[src/rtl/srp_pkg.sv]
package srp_pkg;

    typedef enum logic [1:0] {
        KIND_RW,
        KIND_DETECT,
        KIND_ID
    } reg_kind_e;

    function automatic reg_kind_e kind_of(input int idx, input int det_idx, input int id_idx);
        if (idx == id_idx)       return KIND_ID;
        else if (idx == det_idx) return KIND_DETECT;
        else                     return KIND_RW;
    endfunction

endpackage

[src/rtl/srp_edge.sv]
module srp_edge #(
    parameter int               W       = 3,
    parameter logic [W-1:0]     RST_VAL = '0
) (
    input  logic         clk,
    input  logic         rst_n,
    input  logic [W-1:0] sig,
    output logic [W-1:0] prev
);
    logic [W-1:0] prev_d, prev_q;

    always_comb begin
        prev_d = sig;
    end

    always_ff @(posedge clk or negedge rst_n) begin
        if (!rst_n) prev_q <= RST_VAL;
        else        prev_q <= prev_d;
    end

    assign prev = prev_q;
endmodule

[src/rtl/srp_regbank.sv]
module srp_regbank
    import srp_pkg::*;
#(
    parameter int                DATA_W      = 8,
    parameter int                ADDR_W      = 3,
    parameter int                DETECT_ADDR = 6,
    parameter int                ID_ADDR     = 7,
    parameter logic [DATA_W-1:0] ID_VALUE    = 8'hA5
) (
    input  logic              clk,
    input  logic              rst_n,
    input  logic              we,
    input  logic [ADDR_W-1:0] waddr,
    input  logic [DATA_W-1:0] wdata,
    input  logic [ADDR_W-1:0] raddr,
    input  logic [DATA_W-1:0] status_in,
    output logic [DATA_W-1:0] rdata
);
    localparam int NREG = 1 << ADDR_W;

    logic [DATA_W-1:0] word [NREG];

    for (genvar i = 0; i < NREG; i++) begin : g_reg
        localparam reg_kind_e KIND = kind_of(i, DETECT_ADDR, ID_ADDR);
        if (KIND == KIND_ID) begin : g_id
            assign word[i] = ID_VALUE;
        end else if (KIND == KIND_DETECT) begin : g_det
            assign word[i] = status_in;
        end else begin : g_rw
            logic [DATA_W-1:0] val_d, val_q;
            always_comb begin
                val_d = val_q;
                if (we && (waddr == ADDR_W'(i))) val_d = wdata;
            end
            always_ff @(posedge clk or negedge rst_n) begin
                if (!rst_n) val_q <= '0;
                else        val_q <= val_d;
            end
            assign word[i] = val_q;
        end
    end

    assign rdata = word[raddr];
endmodule

[src/rtl/srp_shifter.sv]
module srp_shifter #(
    parameter int DATA_W = 8
) (
    input  logic              clk,
    input  logic              rst_n,
    input  logic              rd_n,
    input  logic              rd_start,
    input  logic              sclk_rise,
    input  logic              sclk_fall,
    input  logic              wr_rise,
    input  logic              sdin,
    input  logic [DATA_W-1:0] load_val,
    output logic [DATA_W-1:0] shreg,
    output logic              full,
    output logic              oe
);
    localparam int                CNT_W = $clog2(DATA_W + 1);
    localparam logic [CNT_W-1:0]  FULL  = CNT_W'(DATA_W);

    typedef struct packed {
        logic [DATA_W-1:0] sh;
        logic [CNT_W-1:0]  cnt;
        logic              oe;
    } state_t;

    state_t st_d, st_q;

    always_comb begin
        st_d    = st_q;
        st_d.oe = ~rd_n;
        if (rd_start) begin
            st_d.sh  = load_val;
            st_d.cnt = '0;
        end else if (!rd_n) begin
            if (sclk_fall) st_d.sh = st_q.sh >> 1;
        end else begin
            if (sclk_rise) begin
                st_d.sh = {sdin, st_q.sh[DATA_W-1:1]};
                if (st_q.cnt != FULL) st_d.cnt = st_q.cnt + 1'b1;
            end
            if (wr_rise) st_d.cnt = '0;
        end
    end

    always_ff @(posedge clk or negedge rst_n) begin
        if (!rst_n) st_q <= '0;
        else        st_q <= st_d;
    end

    assign shreg = st_q.sh;
    assign full  = (st_q.cnt == FULL);
    assign oe    = st_q.oe;
endmodule

[src/rtl/serial_reg_port.sv]
module serial_reg_port #(
    parameter int                DATA_W      = 8,
    parameter int                ADDR_W      = 3,
    parameter int                DETECT_ADDR = 6,
    parameter int                ID_ADDR     = 7,
    parameter logic [DATA_W-1:0] ID_VALUE    = 8'hA5
) (
    input  logic              clk,
    input  logic              rst_n,
    input  logic              sclk,
    input  logic              rd_n,
    input  logic              wr_n,
    input  logic [ADDR_W-1:0] addr,
    input  logic              sdata_in,
    input  logic [DATA_W-1:0] status_in,
    output logic              sdata_out,
    output logic              sdata_oe
);
    localparam int NPIN = 3;

    logic [NPIN-1:0]   pins, pins_prev;
    logic              sclk_rise, sclk_fall, rd_start, wr_rise;
    logic [DATA_W-1:0] shreg, rdata;
    logic              full, oe, commit;

    // pin order: {wr_n, rd_n, sclk}; strobes idle high
    assign pins = {wr_n, rd_n, sclk};

    srp_edge #(.W(NPIN), .RST_VAL(3'b110)) u_edge (
        .clk  (clk),
        .rst_n(rst_n),
        .sig  (pins),
        .prev (pins_prev)
    );

    assign sclk_rise = sclk & ~pins_prev[0];
    assign sclk_fall = ~sclk & pins_prev[0];
    assign rd_start  = ~rd_n & pins_prev[1];
    assign wr_rise   = wr_n & ~pins_prev[2];

    srp_shifter #(.DATA_W(DATA_W)) u_shift (
        .clk      (clk),
        .rst_n    (rst_n),
        .rd_n     (rd_n),
        .rd_start (rd_start),
        .sclk_rise(sclk_rise),
        .sclk_fall(sclk_fall),
        .wr_rise  (wr_rise),
        .sdin     (sdata_in),
        .load_val (rdata),
        .shreg    (shreg),
        .full     (full),
        .oe       (oe)
    );

    assign commit = wr_rise & full & rd_n;

    srp_regbank #(
        .DATA_W     (DATA_W),
        .ADDR_W     (ADDR_W),
        .DETECT_ADDR(DETECT_ADDR),
        .ID_ADDR    (ID_ADDR),
        .ID_VALUE   (ID_VALUE)
    ) u_bank (
        .clk      (clk),
        .rst_n    (rst_n),
        .we       (commit),
        .waddr    (addr),
        .wdata    (shreg),
        .raddr    (addr),
        .status_in(status_in),
        .rdata    (rdata)
    );

    assign sdata_oe  = oe;
    assign sdata_out = oe & shreg[0];
endmodule

[config.mk]
export PLATFORM = sky130hd
export DESIGN_NAME = serial_reg_port
export DESIGN_NICKNAME = d
export VERILOG_FILES = /design/src/rtl/srp_pkg.sv /design/src/rtl/srp_edge.sv /design/src/rtl/srp_regbank.sv /design/src/rtl/srp_shifter.sv /design/src/rtl/serial_reg_port.sv
export SDC_FILE = /design/constraint.sdc
export NUM_CORES = 1
export LEC_CHECK = 0
export BUFFER_PORTS_ARGS = -buffer_cell sky130_fd_sc_hd__buf_2
export CAP_MARGIN = 20
export CELL_PAD_IN_SITES_DETAIL_PLACEMENT = 2
export CELL_PAD_IN_SITES_GLOBAL_PLACEMENT = 2
export CORE_AREA = 2 2 101 79
export DETAILED_ROUTE_END_ITERATION = 8
export DIE_AREA = 0 0 103 81
export PLACE_DENSITY_LB_ADDON = 0.1
export SLEW_MARGIN = 20
export SYNTH_ARGS = -nofsm -noshare
export SYNTH_HDL_FRONTEND = slang
export SYNTH_SLANG_ARGS = --single-unit
export TNS_END_PERCENT = 100
[constraint.sdc]
create_clock -name clk -period 3.69 [get_ports clk]
set_clock_uncertainty 0.2 [all_clocks]
set_input_delay 0.9225 -clock clk [delete_from_list [all_inputs] [get_ports clk]]
set_output_delay 0.9225 -clock clk [all_outputs]
set_load 0.02 [all_outputs]
==> results.txt, run 1 <==
- From bottom edge to top edge, the die measures 81 µm.
* Syn-to-layout area delta: 11.8%
- The worst hold path belongs to the class in2async.
- Wires add up to between 8000 and 9000 µm.
* Layout cells sized above 1: 41.2%
- The floorplan step set the die width to approximately 100 µm.
* Count of flip-flops with a built-in enable after synthesis: 0
* Pin count of the biggest net entering global routing: 29
- CTS hold repair buffers: 0
- Run status: finished clean
* Max-cap violation count: 0
- Setup violations remaining at the end of the flow were counted as 0.
* Pin slew with the least headroom to its limit: ~0.7 ns
- The final hold violation count came to 0.
- Fraction of the yosys area taken by sequential cells: 49.8%
* Inserted Diodes: 0
* Cells resized by post-CTS repair: 0
* Top library cells by usage in the layout, fill and taps aside: 62 x sky130_fd_sc_hd__dfrtp_1, 58 x sky130_fd_sc_hd__mux2_2, 18 x sky130_fd_sc_hd__buf_2, 12 x sky130_fd_sc_hd__a21oi_1, 10 x sky130_fd_sc_hd__inv_1
- DRC: 0
- At the worst endpoint, the arrival time is ~2.7 ns.
- The Yosys step of the flow raised 0 warnings.
- For the worst-skew pair, the clock arrives at the later sink with an insertion delay of about 0.36 ns.
- Aggregate global routing overflow: 0
* Number of placed instances, taps included: ~370
- TNS Setup: 0 ns
- Across the whole layout, storage elements account for 0.00160 mm².
- After clock tree synthesis, the clock-pin slew on the worst setup and hold paths is roughly 0.080 ns.
- Critical path required time: 3.73 ns
- Boundary Pins: 19
- Final net count: a little under 300
- After detailed placement, the total cell area comes to around 0.0034 mm².
* Finished Cell Area: approximately 0.0036 mm²
- The first TritonRoute pass finished after 4 iterations.
* TritonCTS Buffers: 9
* Leak: ~1.7 nW
- In this run the post-CTS setup repair buffer count came out at 0.
- The most used flip-flop cell after synthesis is sky130_fd_sc_hd__dfrtp_1.
- VDD sags by at most ~0.19 mV.
- Dividing the final minimum period by the clock period gives 71.7%.
* Fin cells: between 300 and 400
* Maximum achievable frequency: 378 MHz
- Vias per cell: between 5 and 6
- The synthesized netlist occupies a cell area of between 0.003 and 0.004 mm².
- Across every metal layer, demand over resource in global routing totals 22.9%.
- Counting every instance in the synthesized netlist gives about 260.
* Number of core rows: 28
* Via count of the routed design: around 2200
- After legalization and detailed placement, the total HPWL measured 5850 µm.
- Unrepaired setup endpoints after global routing: no
- The max-slew violation total from the final report is 0.
- The routed design could run at a clock period as short as roughly 2.6 ns.
- Category of the critical setup timing path: in2reg
* Number of antenna violations at the first check in global routing: 0
* Worst slew margin relative to its limit: between 50% and 60%
* Remaining antenna violation count after routing: 0
- Core outline area: about 0.0075 mm²
- The first global-routing pass estimated roughly 14000 µm of wire.
- The number of nets handed over by synthesis was ~280.
* Crit start category: input pin
* Crit. End Element: flop
- In this run, distinct cell masters in the synthesized netlist total 46.
* Max clock buf depth: 2
- For this design, the sink count on the clock tree is 64.
- Counting flops with an async set or reset pin after synthesis yields a share of 100%.
- Htree depth: 3
* Weighted congestion reported at the end of routability-driven placement: around 0.77
* Port Buf Inserts: 18
- Initial cell density of the core: 43.0%
* TritonCTS clock tree: yes
- Power Density: 431 mW/mm²
- Dividing the detail-routed wire length by the instance count gives roughly 22 µm.
* Combined area of the multi-input logic cells: roughly 0.0015 mm²
- The library cell used most frequently in the layout, excluding fill and tap cells, is sky130_fd_sc_hd__dfrtp_1.
- The floorplan step defined a die boundary enclosing about 0.0083 mm².
- Syn Area/Cell: 12.4 µm²
- # fillers: about 770
* Number of DRC violations after detailed-routing iteration 0: 49
- The number of global-route vias before repair came to about 2400.
- CTS Root Cell: sky130_fd_sc_hd__clkbuf_8
- Flip-flop and latch count after synthesis: between 60 and 70
* Max Fanout on Critical Path: 25
## metrics by stage
step	power [mW]	worst slack, ns	hold WS (ns)	utilization, %
finish	1.55	1.05	0.305	48.0
global route	1.62	0.909	0.317	48.0
CTS	1.58	1.04	0.304	48.0
detailed placement	0.931	0.645	0.295	45.3
global placement	0.927	0.770	0.284	45.3
floorplan	0.855	1.37	0.275	-
## cells in the mapped netlist, drive strengths merged, types with 4 or more instances
cell	count	area (µm²)
o32a	4	40.0
nand3	4	25.0
o32ai	5	43.8
or2	5	31.3
nand2	7	26.3
mux2	58	653
clkbuf	5	18.8
mux2i	6	60.1
o221ai	6	52.6
dfrtp	62	1550
o21a	4	30.0
o21ai	8	40.0
inv	10	37.5
a32oi	6	52.6
nand2b	5	31.3
a21oi	13	68.8
nor2	7	31.3
buf	8	56.3
## metal layers
| layer | vias up | track usage [%] | routed length [µm] |
|---|---|---|---|
| li1 | 1024 | - | - |
| met1 | 1175 | 32.1 | 4140 |
| met2 | 30 | 35.9 | 3850 |
| met3 | 11 | 4.39 | 275 |
| met4 | 0 | 7.50 | 120 |
| met5 | - | 0 | 0 |
## sequential cells by signal, summed over array words and instances, names as in the netlist
| register | cells |
|---|---|
| u_shift.shreg | 8 |
| u_edge.prev | 3 |
| u_shift.oe | 1 |
| u_bank.g.g_rw.val_q | 48 |
| u_shift.st_q | 4 |
## critical path: stages
cell and delay, ns:
sky130_fd_sc_hd__buf_2 0.51, sky130_fd_sc_hd__nor2b_1 0.26, sky130_fd_sc_hd__nor2b_1 0.58, sky130_fd_sc_hd__mux2_2 0.41
## logic make-up (layout without fill, tap and decap cells)
kind of cell,after synthesis,count (layout),synth area share [%]
compound gates,60,60,14.1
flops,64,64,49.8
buf+inv,23,48,3.50
simple gates,46,46,9.67
fa+ha+maj,2,2,0.777
mux,64,64,22.1
## path summary, 6_finish.rpt
path / from / to / slack, ns / cells after the start
setup / recovery: addr[1] / u_bank.g_reg[2].g_rw.val_q[5] / 1.05 / 4
hold / removal: rst_n / u_bank.g_reg[1].g_rw.val_q[5] / 0.31 / 1
setup reg to reg: u_shift.st_q[1] / u_bank.g_reg[2].g_rw.val_q[5] / 1.31 / 6
hold reg to reg: u_bank.g_reg[4].g_rw.val_q[7] / u_bank.g_reg[4].g_rw.val_q[7] / 0.31 / 1
max in group asynchronous: rst_n / u_bank.g_reg[5].g_rw.val_q[2] / 2.23 / 2
min in group clk: u_bank.g_reg[4].g_rw.val_q[7] / u_bank.g_reg[4].g_rw.val_q[7] / 0.31 / 1
## power by group
| part | internal, mW | switching [mW] |
|---|---|---|
| Sequential | 0.722 | 0.0520 |
| Combinational | 0.0592 | 0.0838 |
| Clock | 0.319 | 0.315 |
| Total | 1.10 | 0.451 |
## layout make-up
| type | instances | share of cell area (%) |
|---|---|---|
| Clock buffer | 9 | 3.44 |
| Clock inverter | 7 | 2.19 |
| Inverter | 10 | 1.04 |
| Multi-Input combinational cell | 172 | 41.8 |
| Sequential cell | 64 | 44.6 |
| Tap cell | 105 | 3.65 |
| Timing Repair Buffer | 22 | 3.34 |
Note: power is estimated with default switching activity, not from simulation.
==> inputs of run 2 (changes only) <==
- CORE_AREA: 2 2 101 79 -> 2 2 105 81
- DIE_AREA: 0 0 103 81 -> 0 0 107 83
- clock period: 3.69 -> 2.7 ns (I/O delays scaled with it)
==> run 2 against run 1 <==
Net effect:
- global-route usage shrank 1.5 points
- combinational power rose by 44%
- non-clock buffer count grew 7
- core utilization shrank 1.1 points
- clock power grew 36%
- wire length is 3.6% higher
- die area is 6.4% higher
==> results.txt, run 2 (synthesis results as in run 1) <==
- The number of flip-flops under the largest register name came to 48 (unchanged).
- The clock group share of total power was 40.6% (-0.3 points).
- The number of buffers added on ports came to 18 (unchanged).
- The transition time at the pin with the least slew margin came to 0.638 ns (-0.0603 ns).
- u_bank.g.g_rw.val_q holds more flip-flops than any other register.
- # fillers: 799 (+4.0%)
* Hold Worst Slack: 0.103 ns (-0.202 ns)
- Layout cells sized above 1: 42.6% (+1.4 points)
- Category of the critical setup timing path: reg2reg
- Worst hold path class: in2async
- Pin count of the biggest net entering global routing: 65 (+120%)
* Wire length of the first global-routing pass: 14200 µm (+2.8%)
* Leak: 1.71 nW (+2.8%)
- STA classifies the critical path endpoint as a flop.
- DIE HEIGHT: 83 µm (+2.5%)
- The total area of sequential cells came to 0.00160 mm² (unchanged).
- The tree is rooted in a sky130_fd_sc_hd__clkbuf_8.
* RR Startpoint: u_shift.st_q[1]
- TritonCTS Buffers: 9 (unchanged)
- Run status: finished clean
- Combined global-route utilization of all metal layers: 21.4% (-1.5 points)
* Unrepaired setup endpoints after global routing: no
- Inserted Diodes: 0 (unchanged)
* Worst slew margin relative to its limit: 57.4% (+4.2 points)
- Final critical-path required period: 2.29 ns
- Combined area of the multi-input logic cells: 0.00150 mm² (unchanged)
- Total half-perimeter wirelength after legalization and detailed placement: 5900 µm (+0.94%)
- Internal power contribution: 1.53 mW (+39%)
- The number of vias per cell after detailed routing came to 5.72 (-0.58%).
- Largest vdd supply drop: 0.381 mV (+97%)
- Leading cell type in the layout, fill and taps excluded: sky130_fd_sc_hd__dfrtp_1
* Final net count: 305 (+2.3%)
- The most critical setup path has its endpoint at u_bank.g_reg[3].g_rw.val_q[0].
- Via count of the routed design: 2267 (+1.2%)
- Aggregate global routing overflow: 0 (unchanged)
- The combinational fraction of design power was 9.7% (+0.5 points).
* Final hold violation count: 0 (unchanged)
- The post-cts gate resize count was 0 (unchanged).
- Vias in the first global route: 2468 (+1.1%)
* Signal arrival time at the worst endpoint: 2.32 ns (-0.37 ns)
* Initial cell density of the core: 41.2% (-1.7 points)
- The floorplan die area was 0.00888 mm² (+6.4%).
* Number of DRC violations after detailed-routing iteration 0: 67 (+37%)
* Number of antenna violations at the first check in global routing: 0 (unchanged)
- Die X: 107 µm (+3.9%)
- The net switching power of the design came to 598 µW (+33%).
- Crit start category: flop
- Critical path origin: u_shift.st_q[1]
- DRC: 0 (unchanged)
* Seq pwr share: 49.7% (-0.2 points)
- The number of placement rows is 28 (unchanged).
- Final core utilization: 46.9% (-1.1 points)
* Setup bufs post-CTS: 0 (unchanged)
- In the finished design, the share of the clock period the worst path needs comes to 84.7%.
- The global placer's final weighted congestion was 0.748 (-3.0%).
- The top cell types in the final layout, fill and taps aside, are 62 x sky130_fd_sc_hd__dfrtp_1, 58 x sky130_fd_sc_hd__mux2_2, 18 x sky130_fd_sc_hd__buf_2, 12 x sky130_fd_sc_hd__a21oi_1.
- The clock latency of the later-clocked register in the worst-skew pair was 0.35 ns (about the same).
* Post-layout worst setup margin: 0.412 ns (-0.634 ns)
* Clock-pin slew reported for the worst setup and hold paths after clock tree synthesis: 0.08 ns (about the same)
- TNS Setup: 0 ns (unchanged)
- Max clock buf depth: 2 (unchanged)
- The max-capacitance violation count was 0 (unchanged).
- Net switching share of the total power: 28.1% (-0.94 points)
* Setup violations, final: 0 (unchanged)
- First-pass iteration count of the detailed router: 4 (unchanged)
- Power Density: 580 mW/mm² (+35%)
- The worst setup slack for register-to-register paths was 0.41 ns (-0.90 ns).
- Boundary Pins: 19 (unchanged)
* Cells on worst reg2reg path: 6 (unchanged)
- Syn-to-layout area delta: 13.9%
* Htree depth: 3 (unchanged)
- Routed wire per std cell: 21.9 µm (+1.7%)
- Critical path required time: 2.74 ns (-0.99 ns)
- The critical-path maximum fanout came to 8 (-68%).
* Remaining antenna violation count after routing: 0 (unchanged)
* Core outline area: 0.00781 mm² (+4.2%)
* Total wire length: 8690 µm (+3.6%)
* Maximum achievable frequency: between 400 and 500 MHz
* Clock tree sinks: 64 (unchanged)
- TritonCTS built the clock tree.
- R2r endpoint: u_bank.g_reg[3].g_rw.val_q[0]
- Max Transition Viols Final: 0 (unchanged)
* Pre-CTS worst setup slack: 0.256 ns (-0.389 ns)
- The hold buffer count at cts is 0 (unchanged).
-- run 2: cell count changes in the layout (fill, tap and decap cells not counted), sizes merged --
cell      previous run  this run
clkinv               0         2
clkbuf               9        10
buf                 22        29
inv                 13        11
clkinvlp             3         2
-- run 2: power groups by stage --
stage / clock network (mW) / registers [mW] / logic [mW]
after CTS: 0.887 / 1.05 / 0.209
after floorplan: 0 / 1.04 / 0.130
after global placement: 0 / 1.07 / 0.203
after detailed placement: 0 / 1.07 / 0.206
final: 0.864 / 1.06 / 0.206
after global routing: 0.932 / 1.06 / 0.228
-- run 2: cell type report --
| type | count | area share, % |
|---|---|---|
| clock inverters | 6 | 1.84 |
| multi-input cells | 172 | 41.0 |
| clock buffers | 10 | 3.75 |
| well taps | 105 | 3.58 |
| repair buffers | 29 | 5.05 |
| flip-flops and latches | 64 | 43.7 |
| inverters | 10 | 1.02 |
-- run 2: metal layers --
metal  vias to the layer above  global-route usage [%]  share of wire (%)
met2                        41                    30.3                 43
met1                      1183                    33.0                 51
met5                         -                       0                  0
li1                       1033                       -                  -
met3                        10                    4.79                5.6
met4                         0                    5.31                1.2
-- run 2: critical path: stages (launching register included) --
cell and delay, ns:
sky130_fd_sc_hd__dfrtp_1 0.42, sky130_fd_sc_hd__inv_1 0.10, sky130_fd_sc_hd__ha_1 0.15, sky130_fd_sc_hd__and3b_2 0.26, sky130_fd_sc_hd__nand4_4 0.17, sky130_fd_sc_hd__nor2_2 0.47, sky130_fd_sc_hd__mux2_2 0.40
-- run 2: through the flow --
step                      area, µm²  power [mW]  std cells
after floorplan                3220        1.17        259
after global placement         3460        1.27        380
after detailed placement       3460        1.28        380
after CTS                      3670        2.15        396
after global routing           3670        2.22        396
final                          3670        2.13        396
-- run 2: worst min path at each step --
stage                                  startpoint                       endpoint  slack (ns)  cells past startpoint
floorplan                                   rst_n  u_bank.g_reg[0].g_rw.val_q[0]        0.18                      0
global placement    u_bank.g_reg[4].g_rw.val_q[0]  u_bank.g_reg[4].g_rw.val_q[0]        0.29                      1
detailed placement  u_bank.g_reg[3].g_rw.val_q[1]  u_bank.g_reg[3].g_rw.val_q[1]        0.29                      1
CTS                                         rst_n                u_shift.st_q[3]        0.14                      2
global route                                rst_n                u_shift.st_q[3]        0.14                      2
finish                                      rst_n                u_shift.st_q[3]        0.10                      2
==> inputs of run 3 (changes only) <==
- clock period: 2.7 -> 2.4 ns (I/O delays scaled with it)
==> run 3 against run 2 <==
Net effect:
- fmax is 3.5% higher
- sequential share of layout area shrank 1.4 points
- sequential power grew 12%
- largest power group unchanged
- highest routed layer unchanged
==> results.txt, run 3 (synthesis results as in run 1) <==
- The final hold slack was 0.0195 ns (-0.0837 ns).
- TritonCTS built the clock tree.
- Clock tree sinks: 64 (unchanged)
* Total die area: 0.00888 mm² (unchanged)
- Core outline area: 0.00781 mm² (unchanged)
- The number of antenna repair diodes is 0 (unchanged).
* Max Transition Viols Final: 0 (unchanged)
- First-pass iteration count of the detailed router: 4 (unchanged)
* Final core utilization: 48.5% (+1.6 points)
- The maximum level of the CTS H-tree was 3 (unchanged).
- Leading cell type in the layout, fill and taps excluded: sky130_fd_sc_hd__dfrtp_1
- The ratio of total power to cell area was 675 mW/mm² (+16%).
- The clock period minus final worst setup slack is 2.21 ns (-0.0773 ns).
* Pin count of the biggest net entering global routing: 32 (-51%)
* Final hold violation count: 0 (unchanged)
- The I/O pin total was 19 (unchanged).
- Number of flip-flops under the largest register name: 48 (unchanged)
* DIE HEIGHT: 83 µm (unchanged)
* Finished Cell Area: 0.00379 mm² (+3.3%)
- Max Fanout on Critical Path: 8 (unchanged)
- The clock edge transition at the registers on the reported setup and hold paths is 0.07 ns (about the same).
- R2r endpoint: u_bank.g_reg[5].g_rw.val_q[1]
- The first-pass GRT wire length came to 15200 µm (+6.8%).
* Worst slew margin relative to its limit: 64.5% (+7.0 points)
- Aggregate global routing overflow: 0 (unchanged)
- TNS Setup: 0 ns (unchanged)
- The clock latency of the later-clocked register in the worst-skew pair was 0.35 ns (about the same).
- Setup bufs post-CTS: 0 (unchanged)
- The fraction of final layout cells sized beyond drive strength 1 is 44.3% (+1.7 points).
- The final clock period utilization by the worst path came to 92.1% (+7.4 points).
- The met1 track demand over resource is 33.6% (+0.65 points).
- The number of buffers inserted during clock tree synthesis came to 9 (unchanged).
- Initial cell density of the core: 41.2% (unchanged)
* Number of antenna violations at the first check in global routing: 0 (unchanged)
* Pre-CTS worst setup slack: 0.112 ns (-0.144 ns)
* CTS hold repair buffers: 0 (unchanged)
- Most flops, register: u_bank.g.g_rw.val_q
- The worst setup slack for register-to-register paths is 0.19 ns (-0.22 ns).
- The die width came to 107 µm (unchanged).
- GR Layer Usage met3: 5.26% (+0.47 points)
* Cells resized by post-CTS repair: 0 (unchanged)
* CTS Root Cell: sky130_fd_sc_hd__clkbuf_8
* Total half-perimeter wirelength after legalization and detailed placement: 6640 µm (+12%)
* Number of core rows: 28 (unchanged)
* Crit. End Element: flop
- Largest vdd supply drop: 0.324 mV (-15%)
- The max-capacitance violation count was 0 (unchanged).
* Signal arrival time at the worst endpoint: 2.24 ns (-0.08 ns)
* Pin slew with the least headroom to its limit: 0.533 ns (-0.106 ns)
- Port Buf Inserts: 18 (unchanged)
* Via count of the routed design: 2273 (+0.26%)
- Top library cells by usage in the layout, fill and taps aside: 62 x sky130_fd_sc_hd__dfrtp_1, 58 x sky130_fd_sc_hd__mux2_2, 19 x sky130_fd_sc_hd__buf_4, 18 x sky130_fd_sc_hd__buf_2, 13 x sky130_fd_sc_hd__clkbuf_8
- Remaining antenna violation count after routing: 0 (unchanged)
- The global-route track usage on met2 was 33.1% (+2.7 points).
- The flow ran to the end, and the final reports show no timing, DRC or antenna violations.
* Number of DRC violations after detailed-routing iteration 0: 54 (-19%)
- Final net count: 315 (+3.3%)
- Vias per cell: 5.61 (-2.0%)
* Max clock buf depth: 2 (unchanged)
- The cell area after placement is 0.00355 mm² (+2.5%).
* Crit start category: flop
- Weighted congestion reported at the end of routability-driven placement: 0.811 (+8.4%)
- The leakage power total is 1.79 nW (+4.4%).
* Routed wire per std cell: 22.5 µm (+2.4%)
- Maximum achievable frequency: 452 MHz (+3.5%)
* Total wire length: 9100 µm (+4.8%)
- Combined global-route utilization of all metal layers: 22.8% (+1.4 points)
* Worst hold path class: in2async
- Unrepaired setup endpoints after global routing: no
- DRC: 0 (unchanged)
* Syn-to-layout area delta: 17.6%
- Vias in the first global route: 2607 (+5.6%)
* Critical path required time: 2.43 ns (-0.31 ns)
* Cells on worst reg2reg path: 6 (unchanged)
- Post-layout worst setup margin: 0.189 ns (-0.223 ns)
* Busiest metal layer after global routing: met1
- The total setup violations reported at the end of the flow came to 0 (unchanged).
* RR Startpoint: u_shift.st_q[1]
- The worst setup path is of the reg2reg kind.
[run 3: cell types whose count changed in the layout (fill, tap and decap cells not counted), sizes merged]
cell,before,now
clkinv,2,0
clkinvlp,2,0
clkbuf,10,13
bufinv,1,2
inv,11,10
buf,29,39
[run 3: critical path, cell delays in order, from the launching register on]
cell	delay, ns
sky130_fd_sc_hd__dfrtp_1	0.43
sky130_fd_sc_hd__inv_1	0.10
sky130_fd_sc_hd__ha_1	0.15
sky130_fd_sc_hd__and3b_2	0.25
sky130_fd_sc_hd__and3_2	0.24
sky130_fd_sc_hd__nand4b_2	0.33
sky130_fd_sc_hd__mux2_2	0.39
[run 3: worst max path at each step]
stage / startpoint / slack (ns) / to / cells after the start
final: u_shift.st_q[1] / 0.19 / u_bank.g_reg[5].g_rw.val_q[1] / 6
after global routing: u_shift.st_q[1] / 0.11 / u_bank.g_reg[2].g_rw.val_q[4] / 7
after CTS: u_shift.st_q[1] / 0.19 / u_bank.g_reg[5].g_rw.val_q[7] / 6
after detailed placement: rd_n / 0.11 / u_shift.shreg[4] / 5
after global placement: addr[1] / 0.14 / u_shift.shreg[7] / 6
after floorplan: addr[1] / 0.41 / u_bank.g_reg[2].g_rw.val_q[0] / 5
[run 3: routing by layer]
layer,share of wire (%),wire length [µm],vias up
met5,0,0,-
met2,44,3970,25
met3,2.8,252,10
met1,52,4760,1187
met4,1.3,117,0
li1,-,-,1051
[run 3: cell type report]
class,instances,area [µm²]
fillers,793,4020
flip-flops and latches,64,1600
multi-input cells,172,1500
repair buffers,39,273
clock buffers,13,179
well taps,105,131
clock inverters,2,60.1
inverters,10,37.5
[run 3: through the flow]
| stage | power (mW) | std cells |
|---|---|---|
| floorplan | 1.31 | 259 |
| global placement | 1.45 | 390 |
| detailed placement | 1.46 | 390 |
| CTS | 2.59 | 405 |
| global route | 2.66 | 405 |
| finish | 2.56 | 405 |
[run 3: power breakdown]
group / switching (mW) / internal (mW) / total [mW]
sequential: 0.0770 / 1.11 / 1.19
clock: 0.425 / 0.693 / 1.12
combinational: 0.140 / 0.110 / 0.250
total: 0.642 / 1.91 / 2.56
